$ cat src/rtl/gct_pkg.sv
package gct_pkg;
   // Byte offsets the software view depends on
   localparam int unsigned OFS_CFG      = 'h000;
   localparam int unsigned OFS_CNT_LO   = 'h010;
   localparam int unsigned OFS_CNT_HI   = 'h014;
   localparam int unsigned CMP_WIN_PAGE = 1;     // compare window at 0x100..0x1FF
   // Configuration word fields
   localparam int unsigned STOP_BIT  = 28;
   localparam int unsigned WCODE_LSB = 24;
   localparam int unsigned WCODE_W   = 4;
   localparam int unsigned HALF_W    = 32;

   function automatic logic [WCODE_W-1:0] width_code(input int unsigned w);
      return WCODE_W'((w - 32) / 4);
   endfunction
endpackage

$ cat src/rtl/gct_regbus.sv
module gct_regbus
   import gct_pkg::*;
#(
   parameter int unsigned NUM_CPU = 2,
   parameter int unsigned CNT_W   = 64,
   parameter int unsigned ADDR_W  = 12
) (
   input  logic                            clk,
   input  logic                            rst_n,
   input  logic                            bus_rd,
   input  logic                            bus_wr,
   input  logic                            bus_wide,
   input  logic [ADDR_W-1:0]               bus_addr,
   input  logic [63:0]                     bus_wdata,
   output logic [63:0]                     bus_rdata,
   // decoded strobes
   output logic                            cfg_we,
   output logic                            cnt_we_lo,
   output logic                            cnt_we_hi,
   output logic                            cnt_rd_lo,
   output logic [NUM_CPU-1:0]              cmp_we_lo,
   output logic [NUM_CPU-1:0]              cmp_we_hi,
   output logic [HALF_W-1:0]               wr_lo_data,
   output logic [HALF_W-1:0]               wr_hi_data,
   // state for read back
   input  logic                            stop,
   input  logic [CNT_W-1:0]                cnt,
   input  logic [CNT_W-HALF_W-1:0]         hi_latch,
   input  logic [NUM_CPU-1:0][CNT_W-1:0]   cmp_vals
);
   localparam logic [WCODE_W-1:0] WCODE = width_code(CNT_W);
   localparam int unsigned        IDX_LO = 3;
   localparam int unsigned        PAGE_LSB = 8;

   logic               cfg_hit, cnt_lo_hit, cnt_hi_hit, in_cmp_win;
   logic [NUM_CPU-1:0] cmp_hit;

   assign cfg_hit    = (bus_addr == ADDR_W'(OFS_CFG));
   assign cnt_lo_hit = (bus_addr == ADDR_W'(OFS_CNT_LO));
   assign cnt_hi_hit = (bus_addr == ADDR_W'(OFS_CNT_HI)) && !bus_wide;
   assign in_cmp_win = (bus_addr[ADDR_W-1:PAGE_LSB] == (ADDR_W-PAGE_LSB)'(CMP_WIN_PAGE))
                       && (bus_addr[1:0] == 2'b00);

   assign cfg_we     = bus_wr && cfg_hit;
   assign cnt_we_lo  = bus_wr && cnt_lo_hit;
   assign cnt_we_hi  = bus_wr && (cnt_hi_hit || (cnt_lo_hit && bus_wide));
   assign cnt_rd_lo  = bus_rd && cnt_lo_hit && !bus_wide;
   assign wr_lo_data = bus_wdata[HALF_W-1:0];
   assign wr_hi_data = bus_wide ? bus_wdata[63:HALF_W] : bus_wdata[HALF_W-1:0];

   for (genvar i = 0; i < NUM_CPU; i++) begin : g_cmp_dec
      assign cmp_hit[i]   = in_cmp_win && (bus_addr[PAGE_LSB-1:IDX_LO] == (PAGE_LSB-IDX_LO)'(i));
      assign cmp_we_lo[i] = bus_wr && cmp_hit[i] && !bus_addr[2];
      assign cmp_we_hi[i] = bus_wr && cmp_hit[i] && (bus_wide ? !bus_addr[2] : bus_addr[2]);
   end

   always_comb begin
      bus_rdata = '0;
      if (bus_rd) begin
         if (cfg_hit) begin
            bus_rdata[STOP_BIT]               = stop;
            bus_rdata[WCODE_LSB +: WCODE_W]   = WCODE;
         end else if (cnt_lo_hit) begin
            bus_rdata[HALF_W-1:0] = cnt[HALF_W-1:0];
            if (bus_wide) bus_rdata[63:HALF_W] = HALF_W'(cnt[CNT_W-1:HALF_W]);
         end else if (cnt_hi_hit) begin
            bus_rdata[HALF_W-1:0] = HALF_W'(hi_latch);
         end else begin
            for (int i = 0; i < NUM_CPU; i++) begin
               if (cmp_hit[i]) begin
                  if (!bus_addr[2]) begin
                     bus_rdata[HALF_W-1:0] = cmp_vals[i][HALF_W-1:0];
                     if (bus_wide) bus_rdata[63:HALF_W] = HALF_W'(cmp_vals[i][CNT_W-1:HALF_W]);
                  end else if (!bus_wide) begin
                     bus_rdata[HALF_W-1:0] = HALF_W'(cmp_vals[i][CNT_W-1:HALF_W]);
                  end
               end
            end
         end
      end
   end

   // a single access never targets two processors' compare registers
   a_r8_one_target: assert property (@(posedge clk) disable iff (!rst_n)
      $onehot0(cmp_we_lo | cmp_we_hi));
   // a wide counter write always updates both halves together
   a_r6_wide_both: assert property (@(posedge clk) disable iff (!rst_n)
      (cnt_we_lo && bus_wide) |-> cnt_we_hi);
endmodule

$ cat src/rtl/gct_counter.sv
module gct_counter
   import gct_pkg::*;
#(
   parameter int unsigned CNT_W = 64
) (
   input  logic                     clk,
   input  logic                     rst_n,
   input  logic                     cfg_we,
   input  logic                     cfg_stop,
   input  logic                     we_lo,
   input  logic                     we_hi,
   input  logic [HALF_W-1:0]        lo_data,
   input  logic [HALF_W-1:0]        hi_data,
   input  logic                     rd_lo,
   output logic [CNT_W-1:0]         cnt,
   output logic [CNT_W-HALF_W-1:0]  hi_latch,
   output logic                     stop
);
   localparam int unsigned HI_W = CNT_W - HALF_W;

   logic [CNT_W-1:0] cnt_q;
   logic [HI_W-1:0]  hi_latch_q;
   logic             stop_q;

   always_ff @(posedge clk or negedge rst_n) begin
      if (!rst_n) begin
         cnt_q <= '0;
      end else if (we_lo || we_hi) begin
         if (we_lo) cnt_q[HALF_W-1:0]     <= lo_data;
         if (we_hi) cnt_q[CNT_W-1:HALF_W] <= hi_data[HI_W-1:0];
      end else if (!stop_q) begin
         cnt_q <= cnt_q + 1'b1;
      end
   end

   always_ff @(posedge clk or negedge rst_n) begin
      if (!rst_n)      stop_q <= 1'b0;
      else if (cfg_we) stop_q <= cfg_stop;
   end

   always_ff @(posedge clk or negedge rst_n) begin
      if (!rst_n)     hi_latch_q <= '0;
      else if (rd_lo) hi_latch_q <= cnt_q[CNT_W-1:HALF_W];
   end

   assign cnt      = cnt_q;
   assign hi_latch = hi_latch_q;
   assign stop     = stop_q;

   a_r2_advance: assert property (@(posedge clk) disable iff (!rst_n)
      (!stop_q && !we_lo && !we_hi) |=> cnt_q == $past(cnt_q) + CNT_W'(1));
   a_r3_hold: assert property (@(posedge clk) disable iff (!rst_n)
      (stop_q && !we_lo && !we_hi) |=> cnt_q == $past(cnt_q));
   a_r5_low_keeps_high: assert property (@(posedge clk) disable iff (!rst_n)
      (we_lo && !we_hi) |=> cnt_q[CNT_W-1:HALF_W] == $past(cnt_q[CNT_W-1:HALF_W]));
   a_r7_capture: assert property (@(posedge clk) disable iff (!rst_n)
      rd_lo |=> hi_latch_q == $past(cnt_q[CNT_W-1:HALF_W]));
endmodule

$ cat src/rtl/gct_compare.sv
module gct_compare
   import gct_pkg::*;
#(
   parameter int unsigned CNT_W = 64
) (
   input  logic              clk,
   input  logic              rst_n,
   input  logic              we_lo,
   input  logic              we_hi,
   input  logic [HALF_W-1:0] lo_data,
   input  logic [HALF_W-1:0] hi_data,
   input  logic [CNT_W-1:0]  cnt,
   output logic [CNT_W-1:0]  cmp_val,
   output logic              pend
);
   localparam int unsigned HI_W = CNT_W - HALF_W;

   logic [CNT_W-1:0] cmp_q;
   logic             pend_q;
   logic             reached;

   assign reached = (cnt >= cmp_q);

   always_ff @(posedge clk or negedge rst_n) begin
      if (!rst_n) begin
         cmp_q <= '1;
      end else begin
         if (we_lo) cmp_q[HALF_W-1:0]     <= lo_data;
         if (we_hi) cmp_q[CNT_W-1:HALF_W] <= hi_data[HI_W-1:0];
      end
   end

   always_ff @(posedge clk or negedge rst_n) begin
      if (!rst_n)              pend_q <= 1'b0;
      else if (we_lo || we_hi) pend_q <= 1'b0;
      else if (reached)        pend_q <= 1'b1;
   end

   assign cmp_val = cmp_q;
   assign pend    = pend_q;

   a_r10_write_clears: assert property (@(posedge clk) disable iff (!rst_n)
      (we_lo || we_hi) |=> !pend_q);
   a_r9_sticky: assert property (@(posedge clk) disable iff (!rst_n)
      (pend_q && !we_lo && !we_hi) |=> pend_q);
   a_r9_sets: assert property (@(posedge clk) disable iff (!rst_n)
      ((cnt >= cmp_q) && !we_lo && !we_hi) |=> pend_q);
endmodule

$ cat src/rtl/gtimer_cmp.sv
module gtimer_cmp
   import gct_pkg::*;
#(
   parameter int unsigned NUM_CPU = 2,
   parameter int unsigned CNT_W   = 64,
   parameter int unsigned ADDR_W  = 12
) (
   input  logic               clk,
   input  logic               rst_n,
   input  logic               bus_rd,
   input  logic               bus_wr,
   input  logic               bus_wide,
   input  logic [ADDR_W-1:0]  bus_addr,
   input  logic [63:0]        bus_wdata,
   output logic [63:0]        bus_rdata,
   output logic [NUM_CPU-1:0] irq
);
   localparam int unsigned HI_W = CNT_W - HALF_W;

   if (CNT_W < 36 || CNT_W > 64 || (CNT_W % 4) != 0) begin : g_bad_cnt_w
      $error("gtimer_cmp: CNT_W must be a multiple of 4 in 36..64");
   end
   if (NUM_CPU < 1 || NUM_CPU > 32) begin : g_bad_num_cpu
      $error("gtimer_cmp: NUM_CPU must be in 1..32");
   end
   if (ADDR_W < 9 || ADDR_W > 32) begin : g_bad_addr_w
      $error("gtimer_cmp: ADDR_W must be in 9..32");
   end

   logic                          cfg_we, cnt_we_lo, cnt_we_hi, cnt_rd_lo, stop;
   logic [NUM_CPU-1:0]            cmp_we_lo, cmp_we_hi;
   logic [HALF_W-1:0]             wr_lo_data, wr_hi_data;
   logic [CNT_W-1:0]              cnt;
   logic [HI_W-1:0]               hi_latch;
   logic [NUM_CPU-1:0][CNT_W-1:0] cmp_vals;

   gct_regbus #(.NUM_CPU(NUM_CPU), .CNT_W(CNT_W), .ADDR_W(ADDR_W)) u_regbus (
      .clk       (clk),
      .rst_n     (rst_n),
      .bus_rd    (bus_rd),
      .bus_wr    (bus_wr),
      .bus_wide  (bus_wide),
      .bus_addr  (bus_addr),
      .bus_wdata (bus_wdata),
      .bus_rdata (bus_rdata),
      .cfg_we    (cfg_we),
      .cnt_we_lo (cnt_we_lo),
      .cnt_we_hi (cnt_we_hi),
      .cnt_rd_lo (cnt_rd_lo),
      .cmp_we_lo (cmp_we_lo),
      .cmp_we_hi (cmp_we_hi),
      .wr_lo_data(wr_lo_data),
      .wr_hi_data(wr_hi_data),
      .stop      (stop),
      .cnt       (cnt),
      .hi_latch  (hi_latch),
      .cmp_vals  (cmp_vals)
   );

   gct_counter #(.CNT_W(CNT_W)) u_counter (
      .clk      (clk),
      .rst_n    (rst_n),
      .cfg_we   (cfg_we),
      .cfg_stop (bus_wdata[STOP_BIT]),
      .we_lo    (cnt_we_lo),
      .we_hi    (cnt_we_hi),
      .lo_data  (wr_lo_data),
      .hi_data  (wr_hi_data),
      .rd_lo    (cnt_rd_lo),
      .cnt      (cnt),
      .hi_latch (hi_latch),
      .stop     (stop)
   );

   for (genvar i = 0; i < NUM_CPU; i++) begin : g_cpu
      gct_compare #(.CNT_W(CNT_W)) u_compare (
         .clk     (clk),
         .rst_n   (rst_n),
         .we_lo   (cmp_we_lo[i]),
         .we_hi   (cmp_we_hi[i]),
         .lo_data (wr_lo_data),
         .hi_data (wr_hi_data),
         .cnt     (cnt),
         .cmp_val (cmp_vals[i]),
         .pend    (irq[i])
      );
   end

   // no interrupt is pending on the first cycle after reset release
   a_r1_quiet_after_reset: assert property (@(posedge clk)
      $rose(rst_n) |-> irq == '0);
endmodule

$ cat config.mk
export PLATFORM = sky130hd
export DESIGN_NAME = gtimer_cmp
export DESIGN_NICKNAME = d
export VERILOG_FILES = /design/src/rtl/gct_pkg.sv /design/src/rtl/gct_regbus.sv /design/src/rtl/gct_counter.sv /design/src/rtl/gct_compare.sv /design/src/rtl/gtimer_cmp.sv
export SDC_FILE = /design/constraint.sdc
export NUM_CORES = 1
export LEC_CHECK = 0
export ABC_AREA = 1
export BUFFER_PORTS_ARGS = -buffer_cell sky130_fd_sc_hd__buf_2
export CAP_MARGIN = 20
export CORE_MARGIN = 4
export CORE_UTILIZATION = 37
export CTS_CLUSTER_SIZE = 16
export DETAILED_ROUTE_END_ITERATION = 10
export PLACE_DENSITY = 0.64
export SLEW_MARGIN = 20
export SYNTH_ARGS = -nofsm -noshare
export SYNTH_HDL_FRONTEND = slang
export SYNTH_SLANG_ARGS = --single-unit
$ cat constraint.sdc
create_clock -name clk -period 2.9 [get_ports clk]
set_input_delay 0.29 -clock clk [delete_from_list [all_inputs] [get_ports clk]]
set_output_delay 0.29 -clock clk [all_outputs]
set_load 0.02 [all_outputs]
* After elaboration in Yosys (flattened, before gate mapping) *
Index checks and enable logic that the tools add are counted.

word-level totals
  bits in registers = 227
  input bits = 81
  output and inout bits = 66
  word-level logic and storage cells = 77

cells by class
  add/sub/neg operators = 1
  $lt $le $gt $ge = 2
  equality and inequality tests = 7
  multiplexer cells = 28
  reductions and logical operators = 29

operators by type and width
  operator               number
  $mux 32                14
  $mux 64                6
  $ge 64x64->1           2
  $add 64x1->64 const B  1
  $mux 35                1
  $eq 12x5->1 const B    2
  $mux 24                1
  $logic_and 1x1->1      16
  $logic_not 12->1       1
  $eq 5x1->1 const B     1
  $logic_not 5->1        1
  $mux 1                 5
  $mux 5                 1
  $eq 4x1->1 const B     1
  $logic_or 1x1->1       4
  $ne 2x1->1 const B     2
  $reduce_and 2->1       2
  $reduce_bool 2->1      2
  $logic_not 1->1        2
  $logic_not 2->1        1
  $ne 2x2->1 const B     1

* Depth between registers and ports, before layout *
  depth in word-level cells = 11
  mapped depth = 16
  mapped depth without buffers = 16

* By module *
A second synthesis with hierarchy kept.

unflattened totals
  cells, all modules = 2821
  area total of the unflattened synthesis = 18338.8 µm²

by module, submodules not included
  module       instances  cells an instance  area each (µm²)  sequential area each (µm²)
  gct_compare  2          488                4056.4           1706.6
  gct_counter  1          976                6314.8           2427.3
  gct_regbus   1          869                3911.3           0.0

* Worst setup path before layout *
Ideal clock, no wire load.

  path kind = input to output
  start = in bus_addr[5]
  end = out bus_rdata[10]
  data arrival time = 1.689 ns
  required time = 2.610 ns
  setup slack = 0.921 ns
  stages on the path = 11
  buffers on the path = 2
  cells stage by stage = nor2_4 > nand3_1 > nor2_1 > nand2_1 > inv_2 > nand2_1 > buf_2 > buf_6 > o221ai_1 > a21oi_1 > nor2_1

between the ends
  longest elaborated chain between the ends = 10
  elaborated cells between the ends (all ways) = 16

ends and longest elaborated chain
  item               RTL line          text
  start, declared    gtimer_cmp.sv:13  input logic [ADDR_W-1:0] bus_addr,
  $logic_not 5->1    gct_regbus.sv:52  assign cmp_hit[i] = in_cmp_win && (bus_addr[PAGE_LSB-1:IDX_LO] == (PAGE_LSB-IDX_LO)'(i));
  $logic_and 1x1->1  gct_regbus.sv:52
  $mux 64            gct_regbus.sv:70  if (cmp_hit[i]) begin
  $mux 32            gct_regbus.sv:74  end else if (!bus_wide) begin
  $mux 32            gct_regbus.sv:71  if (!bus_addr[2]) begin
  $mux 64            gct_regbus.sv:70
  $mux 32            gct_regbus.sv:66  end else if (cnt_hi_hit) begin
  $mux 64            gct_regbus.sv:63  end else if (cnt_lo_hit) begin
  $mux 24 (*)        gct_regbus.sv:60  if (cfg_hit) begin
  $mux 64 (*)        gct_regbus.sv:59  if (bus_rd) begin
  end, declared      gtimer_cmp.sv:15  output logic [63:0] bus_rdata,

Every way passes the cells marked *; elsewhere a longest branch is shown, timed or not.

* Final worst setup path *
  start = in bus_addr[9]
  end = out bus_rdata[0]

between the ends
  longest elaborated chain between the ends = 11
  elaborated cells between the ends (all ways) = 16

ends and longest elaborated chain
  item               RTL line          text
  $eq 4x1->1         gct_regbus.sv:41  assign in_cmp_win = (bus_addr[ADDR_W-1:PAGE_LSB] == (ADDR_W-PAGE_LSB)'(CMP_WIN_PAGE))
  $logic_and 1x1->1  gct_regbus.sv:42  && (bus_addr[1:0] == 2'b00);
  $logic_and 1x1->1  gct_regbus.sv:52
  $mux 64            gct_regbus.sv:70
  $mux 32            gct_regbus.sv:74
  $mux 32            gct_regbus.sv:71
  $mux 64            gct_regbus.sv:70
  $mux 32            gct_regbus.sv:66
  $mux 64            gct_regbus.sv:63
  $mux 24 (*)        gct_regbus.sv:60
  $mux 64 (*)        gct_regbus.sv:59

Marks and branches as above.

==> flow_summary.ini <==
[status]
status = completed

[yosys]
yosys_warnings = 0
syn_area_per_cell_um2 = 6.90
yosysSeqAreaShare = 0.337
synth_fa_ha_area_frac = 0.0930
yosys.area_share.simple = 0.276
synthMuxAreaShare = 0
syn-num-nets = 2724
synth_flop_cell = dfstp_2
synth_xor_area_frac = 0.0116
yosys.cell_types.count = 40
synthCells = 2514
synth_edf_count = 0
synthesis.area_mm2 = 0.0173
synth_top_family_by_area = simple AND/OR/NAND/NOR gates
synth_compound_area_frac = 0.188
synth_seq_cells = 227
async_reset_ff_frac = 1.00

[floorplanning]
boundaryPins = 147
rows = 79
die_w_um = 225
die_y_um = 225
initial_core_util = 0.373
dieArea_mm2 = 0.0504
core_area_mm2 = 0.0465

[sta]
clock.fmax_ghz = 0.376
hold_viol_final = 0
fin_hold_ws_ns = 0.00604
fin_skew_ns = 0.0138
slew_headroom = 0.438
worstMarginPinSlew_ns = 0.843
drv_slew = 0
setup_viol = 0
final.setup.tns_ns = 0
timing.final.crit_period_ns = 2.66
period_share = 0.917
rsz0062_at_grt = false

[power]
clkPwrFrac = 0.396
ir_drop_uv = 397
p_switching_uw = 3400
p_int_uw = 6270
powerDensity_mw_per_mm2 = 477
p_leak_uw = 0.00953
seqPwrFrac = 0.379
total_power_uw = 9670
swShare = 0.351
combPwrFrac = 0.225

[run]
drv_cap = 0

[hold_path]
worstHoldPathType = in -> reg

[finish]
drive_gt1_frac = 0.172
n_fill_cell = 4895
final_area_mm2 = 0.0203
nets = 2879
final_cell_mix = 656 x nand2_1, 287 x o21ai_0, 281 x inv_1, 161 x nor2_1, 145 x buf_2
mostFrequentLayoutCell = nand2_1
syn_to_final_growth_pct = 16.8

[detailed_routing]
routed-via-count = 18835
drc_errors = 0
wl_um = 82400
vias_per_cell = 5.71
drtIter0Drc = 1982
wire_per_inst_um = 25.0
drt-pass1-iter-count = 6
ant_nets = 0

[critical_path]
critical-path-top-delay-family = simple AND/OR/NAND/NOR gates
critPathBufInv = 5
crit_path_start_kind = input pin
cpPeakStageDelay_ns = 0.31
path_class = in -> out
slowest_stage = buf_6
cp-end-kind = output port
critPathArrivalTime_ns = 2.37
cp.required_ns = 2.61
worstPathCellList = buf_2 > nor2_1 > nand2_1 > nor2_2 > nand2_1 > inv_2 > buf_6 > nand2_2 > o211ai_1 > nand2_1 > a31oi_1 > buf_4 > buf_2
cp_max_fo = 30
cpMostUsedCell = nand2_1

[grt]
antenna_found_initial = 1
grt_pass1_vias = 18456
grt-ovfl-total = 0
grt_pass1_wl_um = 120000
grt_max_degree = 96
gr-usage-all-layers = 0.319

[placed_design]
postPlaceCellArea_mm2 = 0.0191
dp_hpwl_um = 63800
place.gp.congestion = 1.02
port_buffers = 146

[cts]
cts_tree = yes
clock_path_buffers = 3
htreeDepth = 1
numClockSinks = 227
insertion_delay_ns = 0.59
cts_buffers = 29
clk_pin_slew_ns = 0.06
root_buffer = clkbuf_16
[routing by layer]
| metal | share of wire | track usage | vias up |
|---|---|---|---|
| met5 | 0.00016 | 0 | - |
| met4 | 0.089 | 0.219 | 2 |
| met3 | 0.071 | 0.0452 | 256 |
| met2 | 0.46 | 0.524 | 953 |
| met1 | 0.38 | 0.389 | 8911 |
| li1 | - | - | 8713 |
[state kept, by name (all words and copies together), names as in the netlist]
register	flops
u_counter.hi_latch	32
g_cpu.u_compare.cmp_val	128
u_counter.cnt	64
u_counter.stop	1
g_cpu.u_compare.pend	2
[cell usage after synthesis (2+ instances only)]
master | count | area share
buf_4 | 6 | 0.0026
a21o_1 | 2 | 0.00087
nand4_1 | 47 | 0.017
nand3b_1 | 3 | 0.0013
buf_1 | 5 | 0.0011
buf_2 | 33 | 0.0095
dfrtp_1 | 99 | 0.14
nand2_1 | 662 | 0.14
nor3_2 | 3 | 0.0017
inv_1 | 281 | 0.061
o211ai_1 | 60 | 0.026
a21oi_1 | 133 | 0.038
a31oi_1 | 6 | 0.0022
o21ai_1 | 48 | 0.014
dfstp_2 | 128 | 0.19
inv_2 | 14 | 0.0030
xor2_1 | 21 | 0.011
ha_1 | 129 | 0.093
o21a_1 | 8 | 0.0035
nor4_1 | 2 | 0.00072
nor2_2 | 7 | 0.0025
nor2_1 | 163 | 0.035
nand2_2 | 4 | 0.0014
nor2_4 | 6 | 0.0039
clkbuf_1 | 75 | 0.016
or2_2 | 4 | 0.0014
o221ai_1 | 27 | 0.014
nand3_1 | 99 | 0.029
o22ai_1 | 12 | 0.0043
nand2_4 | 2 | 0.0013
o21ai_0 | 288 | 0.083
buf_6 | 3 | 0.0019
and2_1 | 2 | 0.00072
nor3_1 | 125 | 0.036
xnor2_1 | 2 | 0.0010
[logic make-up (layout without fill, tap and decap cells)]
logic type                 count (synthesis)  count (layout)
and+or+nand+nor                         1130            1130
adders and majority gates                129             129
buffers and inverters                    417             594
DFF                                      227             227
xor gates and xnor gates                  23              23
AOI/OAI and AO/OA                        588             588
other                                      0               1
[timing repair]
item,4_1_cts,5_1_grt
gates resized for setup,0,4
endpoints found under the hold margin,65,0
setup endpoints to repair,0,1
setup buffers,0,0
hold buffers,14,0
[worst reg2reg max path: stages (launching register included)]
cell and delay [ns]:
dfrtp_1 0.58, nand2_1 0.14, nor2_1 0.20, nand2_1 0.20
nor2_1 0.35, nand2_1 0.31, nor3_1 0.32, or2_2 0.17
nand3_1 0.06, nand2_1 0.08, o21ai_1 0.06
[final cells by class]
class,instances,area (um2),share of cell area
antenna,1,2.50,0.000123
clock buffer,36,802,0.0396
clock inverter,17,181,0.00895
inverter,295,1110,0.0546
multi-input combinational,1870,9890,0.488
sequential,227,5840,0.288
tap,607,759,0.0375
timing repair buffer,246,1680,0.0829
[path summary, 6_finish.rpt]
check / from / end / slack [ns] / cells after the start
worst min register to register: g_cpu[1].u_compare.cmp_val[60] / g_cpu[1].u_compare.cmp_val[60] / 0.49 / 2
max in group asynchronous: rst_n / g_cpu[0].u_compare.cmp_val[56] / 1.66 / 3
worst max-delay path: bus_addr[9] / bus_rdata[0] / 0.24 / 13
worst max register to register: u_counter.cnt[27] / u_counter.cnt[61] / 0.30 / 10
min in group asynchronous: rst_n / u_counter.cnt[2] / 0.34 / 2
worst min-delay path: bus_wdata[2] / g_cpu[0].u_compare.cmp_val[2] / 0.006 / 3
[power groups by stage]
stage	sequential, uW	combinational [uW]	clock (uW)
after floorplan	3550	1300	0
after global placement	3700	2070	0
after detailed placement	3700	2100	0
after CTS	3650	2130	3880
after global routing	3670	2430	3990
final	3660	2170	3830
[per-stage QoR]
| step | instances | utilization | setup slack [ns] |
|---|---|---|---|
| finish | 3299 | 0.436 | 0.241 |
| global route | 3298 | 0.436 | 0.0694 |
| CTS | 3298 | 0.436 | 0.0667 |
| detailed placement | 3231 | 0.412 | 0.0785 |
| global placement | 3231 | 0.412 | 0.0963 |
| floorplan | 2514 | - | 0.921 |
Power figures use the tool's default switching activity.
